--- src/rtl/rtc_pkg.sv ---
package rtc_pkg;
  localparam int NUM_DATA = 10;

  localparam logic [3:0] IX_SEC  = 4'd0;
  localparam logic [3:0] IX_ASEC = 4'd1;
  localparam logic [3:0] IX_MIN  = 4'd2;
  localparam logic [3:0] IX_AMIN = 4'd3;
  localparam logic [3:0] IX_HR   = 4'd4;
  localparam logic [3:0] IX_AHR  = 4'd5;
  localparam logic [3:0] IX_DOW  = 4'd6;
  localparam logic [3:0] IX_DATE = 4'd7;
  localparam logic [3:0] IX_MON  = 4'd8;
  localparam logic [3:0] IX_YR   = 4'd9;
  localparam logic [3:0] IX_CTLA = 4'd10;
  localparam logic [3:0] IX_CTLB = 4'd11;
  localparam logic [3:0] IX_STAT = 4'd12;

  localparam logic [2:0] OSC_RUN = 3'b010;

  typedef logic [NUM_DATA-1:0][7:0] data_bank_t;

  // stored byte -> plain binary value
  function automatic logic [7:0] dec_val(input logic [7:0] b, input logic bin);
    logic [7:0] tens;
    tens = {4'd0, b[7:4]};
    return bin ? b : (tens * 8'd10 + {4'd0, b[3:0]});
  endfunction

  // plain binary value -> stored byte
  function automatic logic [7:0] enc_val(input logic [7:0] v, input logic bin);
    logic [7:0] t;
    logic [7:0] u;
    t = v / 8'd10;
    u = v % 8'd10;
    return bin ? v : {t[3:0], u[3:0]};
  endfunction

  function automatic logic [7:0] days_in(input logic [7:0] mon, input logic [7:0] yr);
    logic [7:0] d;
    case (mon)
      8'd2:                   d = ((yr % 8'd4) == 8'd0) ? 8'd29 : 8'd28;
      8'd4, 8'd6, 8'd9, 8'd11: d = 8'd30;
      default:                d = 8'd31;
    endcase
    return d;
  endfunction
endpackage

--- src/rtl/rtc_divider.sv ---
module rtc_divider #(
  parameter int TICKS_PER_SEC = 32768
) (
  input  logic clk,
  input  logic rst_n,
  input  logic tick,
  input  logic run,
  output logic sec_pulse
);
  localparam int CW = (TICKS_PER_SEC > 2) ? $clog2(TICKS_PER_SEC) : 1;
  localparam logic [CW-1:0] HALF = CW'(TICKS_PER_SEC / 2);
  localparam logic [CW-1:0] LAST = CW'(TICKS_PER_SEC - 1);

  logic [CW-1:0] cnt_q, cnt_d;
  logic          pulse_q, pulse_d;

  always_comb begin
    cnt_d   = cnt_q;
    pulse_d = 1'b0;
    if (!run) begin
      cnt_d = HALF;
    end else if (tick) begin
      if (cnt_q == LAST) begin
        cnt_d   = '0;
        pulse_d = 1'b1;
      end else begin
        cnt_d = cnt_q + 1'b1;
      end
    end
  end

  always_ff @(posedge clk or negedge rst_n) begin
    if (!rst_n) begin
      cnt_q   <= HALF;
      pulse_q <= 1'b0;
    end else begin
      cnt_q   <= cnt_d;
      pulse_q <= pulse_d;
    end
  end

  assign sec_pulse = pulse_q;


  sec_src_chk: assert property (@(posedge clk) disable iff (!rst_n)
    sec_pulse |-> ($past(run) && $past(tick)));
endmodule

--- src/rtl/rtc_timekeep.sv ---
module rtc_timekeep
  import rtc_pkg::*;
(
  input  logic       clk,
  input  logic       rst_n,
  input  logic       adv,
  input  logic       bin,
  input  logic       wr_en,
  input  logic [3:0] wr_idx,
  input  logic [7:0] wr_data,
  output data_bank_t regs,
  output logic       upd_done
);
  data_bank_t regs_q, regs_d;
  logic       upd_q;

  logic [7:0] v_s, v_m, v_h, v_dw, v_dt, v_mo, v_y, md;
  logic [7:0] n_s, n_m, n_h, n_dw, n_dt, n_mo, n_y;
  logic       c_s, c_m, c_h, c_d, c_mo;

  always_comb begin
    v_s  = dec_val(regs_q[IX_SEC],  bin);
    v_m  = dec_val(regs_q[IX_MIN],  bin);
    v_h  = dec_val(regs_q[IX_HR],   bin);
    v_dw = dec_val(regs_q[IX_DOW],  bin);
    v_dt = dec_val(regs_q[IX_DATE], bin);
    v_mo = dec_val(regs_q[IX_MON],  bin);
    v_y  = dec_val(regs_q[IX_YR],   bin);
    md   = days_in(v_mo, v_y);

    c_s  = (v_s >= 8'd59);
    n_s  = c_s ? 8'd0 : v_s + 8'd1;
    c_m  = c_s && (v_m >= 8'd59);
    n_m  = c_s ? ((v_m >= 8'd59) ? 8'd0 : v_m + 8'd1) : v_m;
    c_h  = c_m && (v_h >= 8'd23);
    n_h  = c_m ? ((v_h >= 8'd23) ? 8'd0 : v_h + 8'd1) : v_h;
    n_dw = c_h ? ((v_dw >= 8'd7) ? 8'd1 : v_dw + 8'd1) : v_dw;
    c_d  = c_h && (v_dt >= md);
    n_dt = c_h ? ((v_dt >= md) ? 8'd1 : v_dt + 8'd1) : v_dt;
    c_mo = c_d && (v_mo >= 8'd12);
    n_mo = c_d ? ((v_mo >= 8'd12) ? 8'd1 : v_mo + 8'd1) : v_mo;
    n_y  = c_mo ? ((v_y >= 8'd99) ? 8'd0 : v_y + 8'd1) : v_y;

    regs_d = regs_q;
    if (adv) begin
      regs_d[IX_SEC]  = enc_val(n_s,  bin);
      regs_d[IX_MIN]  = enc_val(n_m,  bin);
      regs_d[IX_HR]   = enc_val(n_h,  bin);
      regs_d[IX_DOW]  = enc_val(n_dw, bin);
      regs_d[IX_DATE] = enc_val(n_dt, bin);
      regs_d[IX_MON]  = enc_val(n_mo, bin);
      regs_d[IX_YR]   = enc_val(n_y,  bin);
    end
    if (wr_en && (wr_idx <= IX_YR)) begin
      regs_d[wr_idx] = wr_data;
    end
  end

  always_ff @(posedge clk or negedge rst_n) begin
    if (!rst_n) begin
      regs_q <= '0;
      upd_q  <= 1'b0;
    end else begin
      regs_q <= regs_d;
      upd_q  <= adv;
    end
  end

  assign regs     = regs_q;
  assign upd_done = upd_q;


  hold_chk: assert property (@(posedge clk) disable iff (!rst_n)
    (!adv && !wr_en) |=> $stable(regs_q));


  sec_moves_chk: assert property (@(posedge clk) disable iff (!rst_n)
    (adv && !wr_en) |=> (regs_q[IX_SEC] != $past(regs_q[IX_SEC])));
endmodule

--- src/rtl/rtc_alarm.sv ---
module rtc_alarm (
  input  logic       clk,
  input  logic       rst_n,
  input  logic       upd_done,
  input  logic [7:0] cur_s,
  input  logic [7:0] cur_m,
  input  logic [7:0] cur_h,
  input  logic [7:0] al_s,
  input  logic [7:0] al_m,
  input  logic [7:0] al_h,
  input  logic       clr,
  output logic       flag
);
  logic flag_q, flag_d;
  logic hit;

  always_comb begin
    hit    = (cur_s == al_s) && (cur_m == al_m) && (cur_h == al_h);
    flag_d = flag_q;
    if (clr) flag_d = 1'b0;
    if (upd_done && hit) flag_d = 1'b1;
  end

  always_ff @(posedge clk or negedge rst_n) begin
    if (!rst_n) flag_q <= 1'b0;
    else        flag_q <= flag_d;
  end

  assign flag = flag_q;


  alarm_src_chk: assert property (@(posedge clk) disable iff (!rst_n)
    $rose(flag_q) |-> $past(upd_done));
endmodule

--- src/rtl/rtc_core.sv ---
module rtc_core
  import rtc_pkg::*;
#(
  parameter int TICKS_PER_SEC = 32768
) (
  input  logic       clk,
  input  logic       rst_n,
  input  logic       tick,
  input  logic [3:0] reg_idx,
  input  logic       reg_wr,
  input  logic       reg_rd,
  input  logic [7:0] reg_wdata,
  output logic [7:0] reg_rdata,
  output logic       alarm_flag
);
  logic [1:0] rst_sync_q;
  logic       rst_int_n;

  always_ff @(posedge clk or negedge rst_n) begin
    if (!rst_n) rst_sync_q <= 2'b00;
    else        rst_sync_q <= {rst_sync_q[0], 1'b1};
  end
  assign rst_int_n = rst_sync_q[1];

  logic [2:0] osc_q, osc_d;
  logic       inh_q, inh_d;
  logic       bin_q, bin_d;

  always_comb begin
    osc_d = osc_q;
    inh_d = inh_q;
    bin_d = bin_q;
    if (reg_wr && reg_idx == IX_CTLA) osc_d = reg_wdata[6:4];
    if (reg_wr && reg_idx == IX_CTLB) begin
      inh_d = reg_wdata[7];
      bin_d = reg_wdata[2];
    end
  end

  always_ff @(posedge clk or negedge rst_int_n) begin
    if (!rst_int_n) begin
      osc_q <= 3'b000;
      inh_q <= 1'b1;
      bin_q <= 1'b0;
    end else begin
      osc_q <= osc_d;
      inh_q <= inh_d;
      bin_q <= bin_d;
    end
  end

  logic       sec_pulse;
  logic       adv;
  logic       upd_done;
  logic       flag;
  data_bank_t regs;

  rtc_divider #(.TICKS_PER_SEC(TICKS_PER_SEC)) u_div (
    .clk       (clk),
    .rst_n     (rst_int_n),
    .tick      (tick),
    .run       (osc_q == OSC_RUN),
    .sec_pulse (sec_pulse)
  );

  assign adv = sec_pulse && !inh_q;

  rtc_timekeep u_tk (
    .clk      (clk),
    .rst_n    (rst_int_n),
    .adv      (adv),
    .bin      (bin_q),
    .wr_en    (reg_wr),
    .wr_idx   (reg_idx),
    .wr_data  (reg_wdata),
    .regs     (regs),
    .upd_done (upd_done)
  );

  rtc_alarm u_alm (
    .clk      (clk),
    .rst_n    (rst_int_n),
    .upd_done (upd_done),
    .cur_s    (regs[IX_SEC]),
    .cur_m    (regs[IX_MIN]),
    .cur_h    (regs[IX_HR]),
    .al_s     (regs[IX_ASEC]),
    .al_m     (regs[IX_AMIN]),
    .al_h     (regs[IX_AHR]),
    .clr      (reg_rd && (reg_idx == IX_STAT)),
    .flag     (flag)
  );

  always_comb begin
    reg_rdata = 8'h00;
    if (reg_idx <= IX_YR)        reg_rdata = regs[reg_idx];
    else if (reg_idx == IX_CTLA) reg_rdata = {1'b0, osc_q, 4'b0000};
    else if (reg_idx == IX_CTLB) reg_rdata = {inh_q, 4'b0000, bin_q, 2'b00};
    else if (reg_idx == IX_STAT) reg_rdata = {flag, 7'b0000000};
  end

  assign alarm_flag = flag;
endmodule

--- config.mk ---
export PLATFORM = sky130hd
export DESIGN_NAME = rtc_core
export DESIGN_NICKNAME = d
export VERILOG_FILES = /design/src/rtl/rtc_pkg.sv /design/src/rtl/rtc_divider.sv /design/src/rtl/rtc_timekeep.sv /design/src/rtl/rtc_alarm.sv /design/src/rtl/rtc_core.sv
export SDC_FILE = /design/constraint.sdc
export NUM_CORES = 1
export LEC_CHECK = 0
export CAP_MARGIN = 10
export CELL_PAD_IN_SITES_DETAIL_PLACEMENT = 1
export CELL_PAD_IN_SITES_GLOBAL_PLACEMENT = 1
export CORE_MARGIN = 10
export CORE_UTILIZATION = 50
export DETAILED_ROUTE_END_ITERATION = 10
export PLACE_DENSITY_LB_ADDON = 0.25
export SYNTH_ARGS = -nofsm -noshare
export SYNTH_HDL_FRONTEND = slang
export SYNTH_HIERARCHICAL = 1
export SYNTH_SLANG_ARGS = --single-unit
--- constraint.sdc ---
create_clock -name clk -period 4.7 [get_ports clk]
set_input_delay 0.94 -clock clk [delete_from_list [all_inputs] [get_ports clk]]
set_output_delay 0.94 -clock clk [all_outputs]
set_load 0.02 [all_outputs]
==> results_tabular.tex, run 1 <==
\begin{tabular}{lr}
\hline
Metric & Value \\
\hline
\multicolumn{2}{l}{\textbf{Outcome}} \\
\quad Status & did not finish \\
\quad Stage at which the run stopped & 5\_1\_grt \\
\quad Run Error & [ERROR GRT-0232] Routing congestion too high. Check the congestion heatmap in the GUI. \\
\multicolumn{2}{l}{\textbf{Synth}} \\
\quad Post-synthesis area per instance & slightly above 8 sq um \\
\quad Most used flip-flop cell after synthesis & sky130\_fd\_sc\_hd\_\_dfrtp\_1 \\
\quad Number of synthesized register bits & roughly 110 \\
\quad Most frequent cells after synthesis & sky130\_fd\_sc\_hd\_\_nor2\_1, sky130\_fd\_sc\_hd\_\_nand2\_1, sky130\_fd\_sc\_hd\_\_a21oi\_1 \\
\quad Number of warning messages in the yosys log & 6 \\
\quad Area share of the leading cell type in the synthesized netlist & between 10\% and 20\% \\
\quad Most common cell in the synthesized netlist & sky130\_fd\_sc\_hd\_\_nor2\_1 \\
\quad Net count after synthesis & 1808 \\
\quad Cell accounting for the most synthesized area & sky130\_fd\_sc\_hd\_\_dfrtp\_1 \\
\quad Top post-synthesis cells by area & sky130\_fd\_sc\_hd\_\_dfrtp\_1, sky130\_fd\_sc\_hd\_\_ha\_1, sky130\_fd\_sc\_hd\_\_mux2\_2, sky130\_fd\_sc\_hd\_\_a21oi\_1, sky130\_fd\_sc\_hd\_\_nor2\_1 \\
\quad Number of distinct standard cells referenced by the synthesized netlist & 117 \\
\quad Fraction of synthesis flops using an asynchronous set or reset pin & between 90\% and 100\% \\
\quad Post-synthesis instance total & 1708 \\
\quad Synth Cell Area & approximately 0.014 sq mm \\
\quad Share of synthesized area occupied by flip-flops and latches & a little under a fifth \\
\quad Number of enable-type register cells in the synthesized netlist & 0 \\
\multicolumn{2}{l}{\textbf{Placement}} \\
\quad Port Buf Inserts & 25 \\
\quad Routability congestion estimate & between 0.9 and 1 \\
\quad Sum of net half-perimeters after detailed placement & about 47000 microns \\
\multicolumn{2}{l}{\textbf{Global route}} \\
\quad Maximum number of pins on one net before global-route repair & 73 \\
\quad Global-route usage over all layers & just over 70\% \\
\quad Gr ovfl total & about 130 \\
\multicolumn{2}{l}{\textbf{CTS}} \\
\quad Clock Tree Root & sky130\_fd\_sc\_hd\_\_clkbuf\_16 \\
\quad Number of clock sinks & about 110 \\
\quad Deepest clock path buffer count & 2 \\
\quad H-tree depth & 3 \\
\quad TritonCTS Buffers & 9 \\
\multicolumn{2}{l}{\textbf{Floorplanning}} \\
\quad Number of placed I/O pins & 26 \\
\quad Site Rows & 60 \\
\quad Initial core utilization & approximately half \\
\quad Chip Width & about 190 microns \\
\quad Height of the die & about 190 microns \\
\hline
\end{tabular}
[metal layers]
metal	GRT usage, %	overflow
met5	22.7	0
met4	75.4	58
met3	60.1	3
met2	86.3	70
met1	70.2	3
[cells by family after synthesis]
| logic type | after synthesis | share of synthesized area [%] |
|---|---|---|
| AO/OA/AOI/OAI | 536 | 27.9 |
| XOR/XNOR | 75 | 4.78 |
| adder cells (fa/ha/maj) | 91 | 8.90 |
| buffers and inverters | 134 | 4.56 |
| flip-flops | 105 | 19.1 |
| multiplexers | 110 | 10.2 |
| other | 1 | 0.0273 |
| AND/OR/NAND/NOR | 656 | 24.5 |
[repair_timing]
action / 4_1_cts
buffers inserted: 90
setup endpoints to repair: 45
resized for setup: 261
hold buffers: 0
pin swaps: 166
[stage by stage]
stage	std cells	cell area [sq um]	hold WS [ns]	util [%]	worst slack, ns
floorplan	1708	14300	0.331	-	-1.20
global placement	2328	17100	0.344	63.2	-1.21
detailed placement	2328	17100	0.358	63.2	-1.50
CTS	2426	19200	0.388	71.1	-1.27
==> inputs of run 2 (changes only) <==
CELL_PAD_IN_SITES_DETAIL_PLACEMENT = unset   (was 1)
CELL_PAD_IN_SITES_GLOBAL_PLACEMENT = unset   (was 1)
CORE_UTILIZATION = 35   (was 50)
PLACE_DENSITY_LB_ADDON = 0.15   (was 0.25)
==> results_tabular.tex, run 2 <==
\begin{tabular}{lr}
\hline
Metric & Value \\
\hline
\multicolumn{2}{l}{\textbf{CTS}} \\
\quad Clock Tree Root & sky130\_fd\_sc\_hd\_\_clkbuf\_16 \\
\quad Clock edge transition at the registers on the reported setup and hold paths & 0.09 ns \\
\quad Clock latency reported for the late side of the worst-skew pair & approximately 0.38 ns \\
\quad TritonCTS clock tree & yes \\
\quad TritonCTS Buffers & 9 (unchanged) \\
\quad Number of clock sinks & 105 (unchanged) \\
\quad Deepest clock path buffer count & 2 (unchanged) \\
\quad H-tree depth & 3 (unchanged) \\
\multicolumn{2}{l}{\textbf{Detailed routing}} \\
\quad DR DRC count & 0 \\
\quad Routed vias/inst & 5.89 \\
\quad Detailed Route WL & approximately 54000 microns \\
\quad Detailed Route Iter0 Violations & about 1200 \\
\quad Routed wirelength normalized by instance count & between 20 and 25 microns \\
\quad Pre-antenna DRT Iters & 5 \\
\quad Vias after detailed routing & approximately 15000 \\
\quad Detail Route Antenna Nets & 0 \\
\multicolumn{2}{l}{\textbf{Floorplanning}} \\
\quad Core area & between 0.03 and 0.04 sq mm \\
\quad Height of the die & 218 microns (+17\%) \\
\quad Initial core utilization & 35.5\% (-15 points) \\
\quad Area of the die & 0.0476 sq mm \\
\quad Chip Width & 218 microns (+17\%) \\
\quad Number of placed I/O pins & 26 (unchanged) \\
\quad Site Rows & 72 (+20\%) \\
\multicolumn{2}{l}{\textbf{Global route}} \\
\quad Via count of the first global-routing pass & 14551 \\
\quad Antenna violations before repair & 0 \\
\quad Global-route wire length before repair & around 82000 microns \\
\quad Maximum number of pins on one net before global-route repair & 71 \\
\quad Global-route usage over all layers & 21.4\% \\
\quad Gr ovfl total & 0 \\
\multicolumn{2}{l}{\textbf{Setup path}} \\
\quad Startpoint type of the worst setup path & flop \\
\quad Maximum net fanout on the critical path & 6 \\
\quad R2r startpoint & u\_tk/regs[69] \\
\quad Endpoint class of the critical path & flop \\
\quad CP Launch Point & u\_tk/regs[69] \\
\quad Arrival time of the worst setup path & between 6 and 7 ns \\
\quad Cell with the largest stage delay on the worst path & sky130\_fd\_sc\_hd\_\_fa\_2 \\
\quad WP data required & 4.95 ns \\
\quad Peak per-stage delay on the critical path & between 0.5 and 0.6 ns \\
\quad Critical Setup Path Class & flop to flop \\
\quad Setup slack on the worst flop-to-flop path & -1.10 ns \\
\multicolumn{2}{l}{\textbf{Synth}} \\
\quad Number of synthesized register bits & 105 (unchanged) \\
\quad Cell accounting for the most synthesized area & sky130\_fd\_sc\_hd\_\_dfrtp\_1 \\
\quad Fraction of synthesis flops using an asynchronous set or reset pin & 100\% (unchanged) \\
\quad Share of synthesized area occupied by flip-flops and latches & 19.1\% (unchanged) \\
\quad Most used flip-flop cell after synthesis & sky130\_fd\_sc\_hd\_\_dfrtp\_1 \\
\quad Number of enable-type register cells in the synthesized netlist & 0 (unchanged) \\
\quad Net count after synthesis & 1808 (unchanged) \\
\quad Number of warning messages in the yosys log & 6 (unchanged) \\
\quad Number of distinct standard cells referenced by the synthesized netlist & 117 (unchanged) \\
\quad Most frequent cells after synthesis & sky130\_fd\_sc\_hd\_\_nor2\_1, sky130\_fd\_sc\_hd\_\_nand2\_1, sky130\_fd\_sc\_hd\_\_a21oi\_1 \\
\quad Synth Cell Area & 0.0137 sq mm (unchanged) \\
\quad Top post-synthesis cells by area & sky130\_fd\_sc\_hd\_\_dfrtp\_1, sky130\_fd\_sc\_hd\_\_ha\_1, sky130\_fd\_sc\_hd\_\_mux2\_2, sky130\_fd\_sc\_hd\_\_a21oi\_1, sky130\_fd\_sc\_hd\_\_nor2\_1 \\
\quad Most common cell in the synthesized netlist & sky130\_fd\_sc\_hd\_\_nor2\_1 \\
\quad Post-synthesis area per instance & 8.05 sq um (unchanged) \\
\quad Area share of the leading cell type in the synthesized netlist & 18.8\% (unchanged) \\
\quad Post-synthesis instance total & 1708 (unchanged) \\
\multicolumn{2}{l}{\textbf{Timing}} \\
\quad Final Setup Violations & 33 \\
\quad Period utilisation layout & 123\% \\
\quad Final Hold Slack & 0.373 ns \\
\quad Hold violation count in the final report & 0 \\
\quad Post-route clock skew & $\sim$0.015 ns \\
\quad RSZ-0062 raised after global routing & yes \\
\quad Worst Tran Pin Value & between 1 and 1.5 ns \\
\quad Relative slew margins & approximately 28\% \\
\quad Count of pins over their slew limit & 0 \\
\quad Setup slack of the critical path after layout & -1.10 ns \\
\quad Top achievable clock speed & approximately 170 MHz \\
\quad Min Clock Period, post-route & approximately 5.8 ns \\
\multicolumn{2}{l}{\textbf{Min path}} \\
\quad Worst hold-check path type & flop to flop \\
\quad Min-delay src & rst\_sync\_q[0] \\
\multicolumn{2}{l}{\textbf{Cells and area}} \\
\quad Util after Layout & just over 50\% \\
\quad Commonest cells after routing, fill and taps aside & sky130\_fd\_sc\_hd\_\_buf\_4, sky130\_fd\_sc\_hd\_\_nor2\_1, sky130\_fd\_sc\_hd\_\_nand2\_1, sky130\_fd\_sc\_hd\_\_dfrtp\_1, sky130\_fd\_sc\_hd\_\_a21oi\_1 \\
\quad Final net count & 2188 \\
\quad Most common cell after layout, fill and taps aside & sky130\_fd\_sc\_hd\_\_buf\_4 \\
\quad Share of layout cells above drive strength 1 & between 30\% and 40\% \\
\quad Growth of design area from synthesis to finish & 43.4\% \\
\quad FILL cells & between 3000 and 4000 \\
\quad Number of inserted diodes & 0 \\
\quad Filler-free cell count of the finished design & about 2600 \\
\multicolumn{2}{l}{\textbf{Placement}} \\
\quad Count of placed standard cells including taps & 2504 (+7.6\%) \\
\quad Pre-CTS worst setup slack & -1.26 ns (+0.236 ns) \\
\quad Routability congestion estimate & 0.906 (-1.4\%) \\
\quad Sum of net half-perimeters after detailed placement & 39100 microns (-16\%) \\
\quad Port Buf Inserts & 25 (unchanged) \\
\multicolumn{2}{l}{\textbf{Outcome}} \\
\quad Failing checks & negative setup slack \\
\quad Status & finished, violations left \\
\multicolumn{2}{l}{\textbf{Flow run}} \\
\quad Max-cap viol count & 0 \\
\hline
\end{tabular}
==> run 2: cell counts after synthesis <==
Identical to the previous run, type by type.
==> run 2: logic make-up after synthesis <==
| kind of cell | count (synthesis) | synth area share, % |
|---|---|---|
| other | 1 | 0.0273 |
| xor gates and xnor gates | 75 | 4.78 |
| AOI/OAI and AO/OA | 536 | 27.9 |
| muxes | 110 | 10.2 |
| buffers and inverters | 134 | 4.56 |
| DFF | 105 | 19.1 |
| and+or+nand+nor | 656 | 24.5 |
| adders and majority gates | 91 | 8.90 |
==> run 2: cell type report <==
| type | count | area, sq um | share of cell area, % |
|---|---|---|---|
| Clock buffer | 10 | 239 | 1.21 |
| Inverter | 38 | 143 | 0.724 |
| Sequential cell | 105 | 2640 | 13.4 |
| Timing Repair Buffer | 462 | 3880 | 19.7 |
| Multi-Input combinational cell | 1472 | 12100 | 61.4 |
| Tap cell | 518 | 648 | 3.29 |
| Clock inverter | 5 | 48.8 | 0.248 |
==> run 2: stage by stage <==
stage,TNS (ns),area (sq um)
floorplan,-13.90,14300
global placement,-23.14,17300
detailed placement,-25.81,17300
CTS,-19.59,18900
global route,-26.92,19700
finish,-19.35,19700
==> run 2: worst paths after layout <==
path / cells past startpoint / end
setup reg to reg: 28 / u_tk/regs[66]
setup / recovery: 28 / u_tk/regs[66]
max in group asynchronous: 1 / u_tk/regs[7]
hold / removal: 0 / rst_sync_q[1]
hold reg to reg: 0 / rst_sync_q[1]
min in group asynchronous: 0 / u_tk/regs[22]
==> run 2: critical path, delay by kind of cell, from the launching register on <==
kind / cells / cell delay [ns]
compound gates: 12 / 1.85
simple gates: 6 / 1.12
xor+xnor: 1 / 0.08
fa+ha+maj: 5 / 1.53
mux: 2 / 0.34
buf+inv: 2 / 0.32
flops: 1 / 0.42
==> run 2: timing repair <==
item | in CTS | in global routing
hold buffers | 0 | 0
gates cloned | 1 | 3
resized for setup | 161 | 121
buffers inserted | 61 | 36
setup endpoints to repair | 41 | 42
pin swaps | 107 | 88
==> run 2: routing by layer <==
metal | vias to the layer above | wire (microns) | track usage, % | share of wire (%)
met2 | 431 | 25100 | 35.1 | 47
met5 | - | 0 | 0 | 0
met1 | 7598 | 24900 | 29.4 | 46
li1 | 7287 | - | - | -
met4 | 0 | 842 | 3.68 | 1.6
met3 | 55 | 3020 | 3.38 | 5.6
Power of run 2 is not shown: default switching activity piles up to over one toggle a cycle in this logic, so the estimate is an artifact.
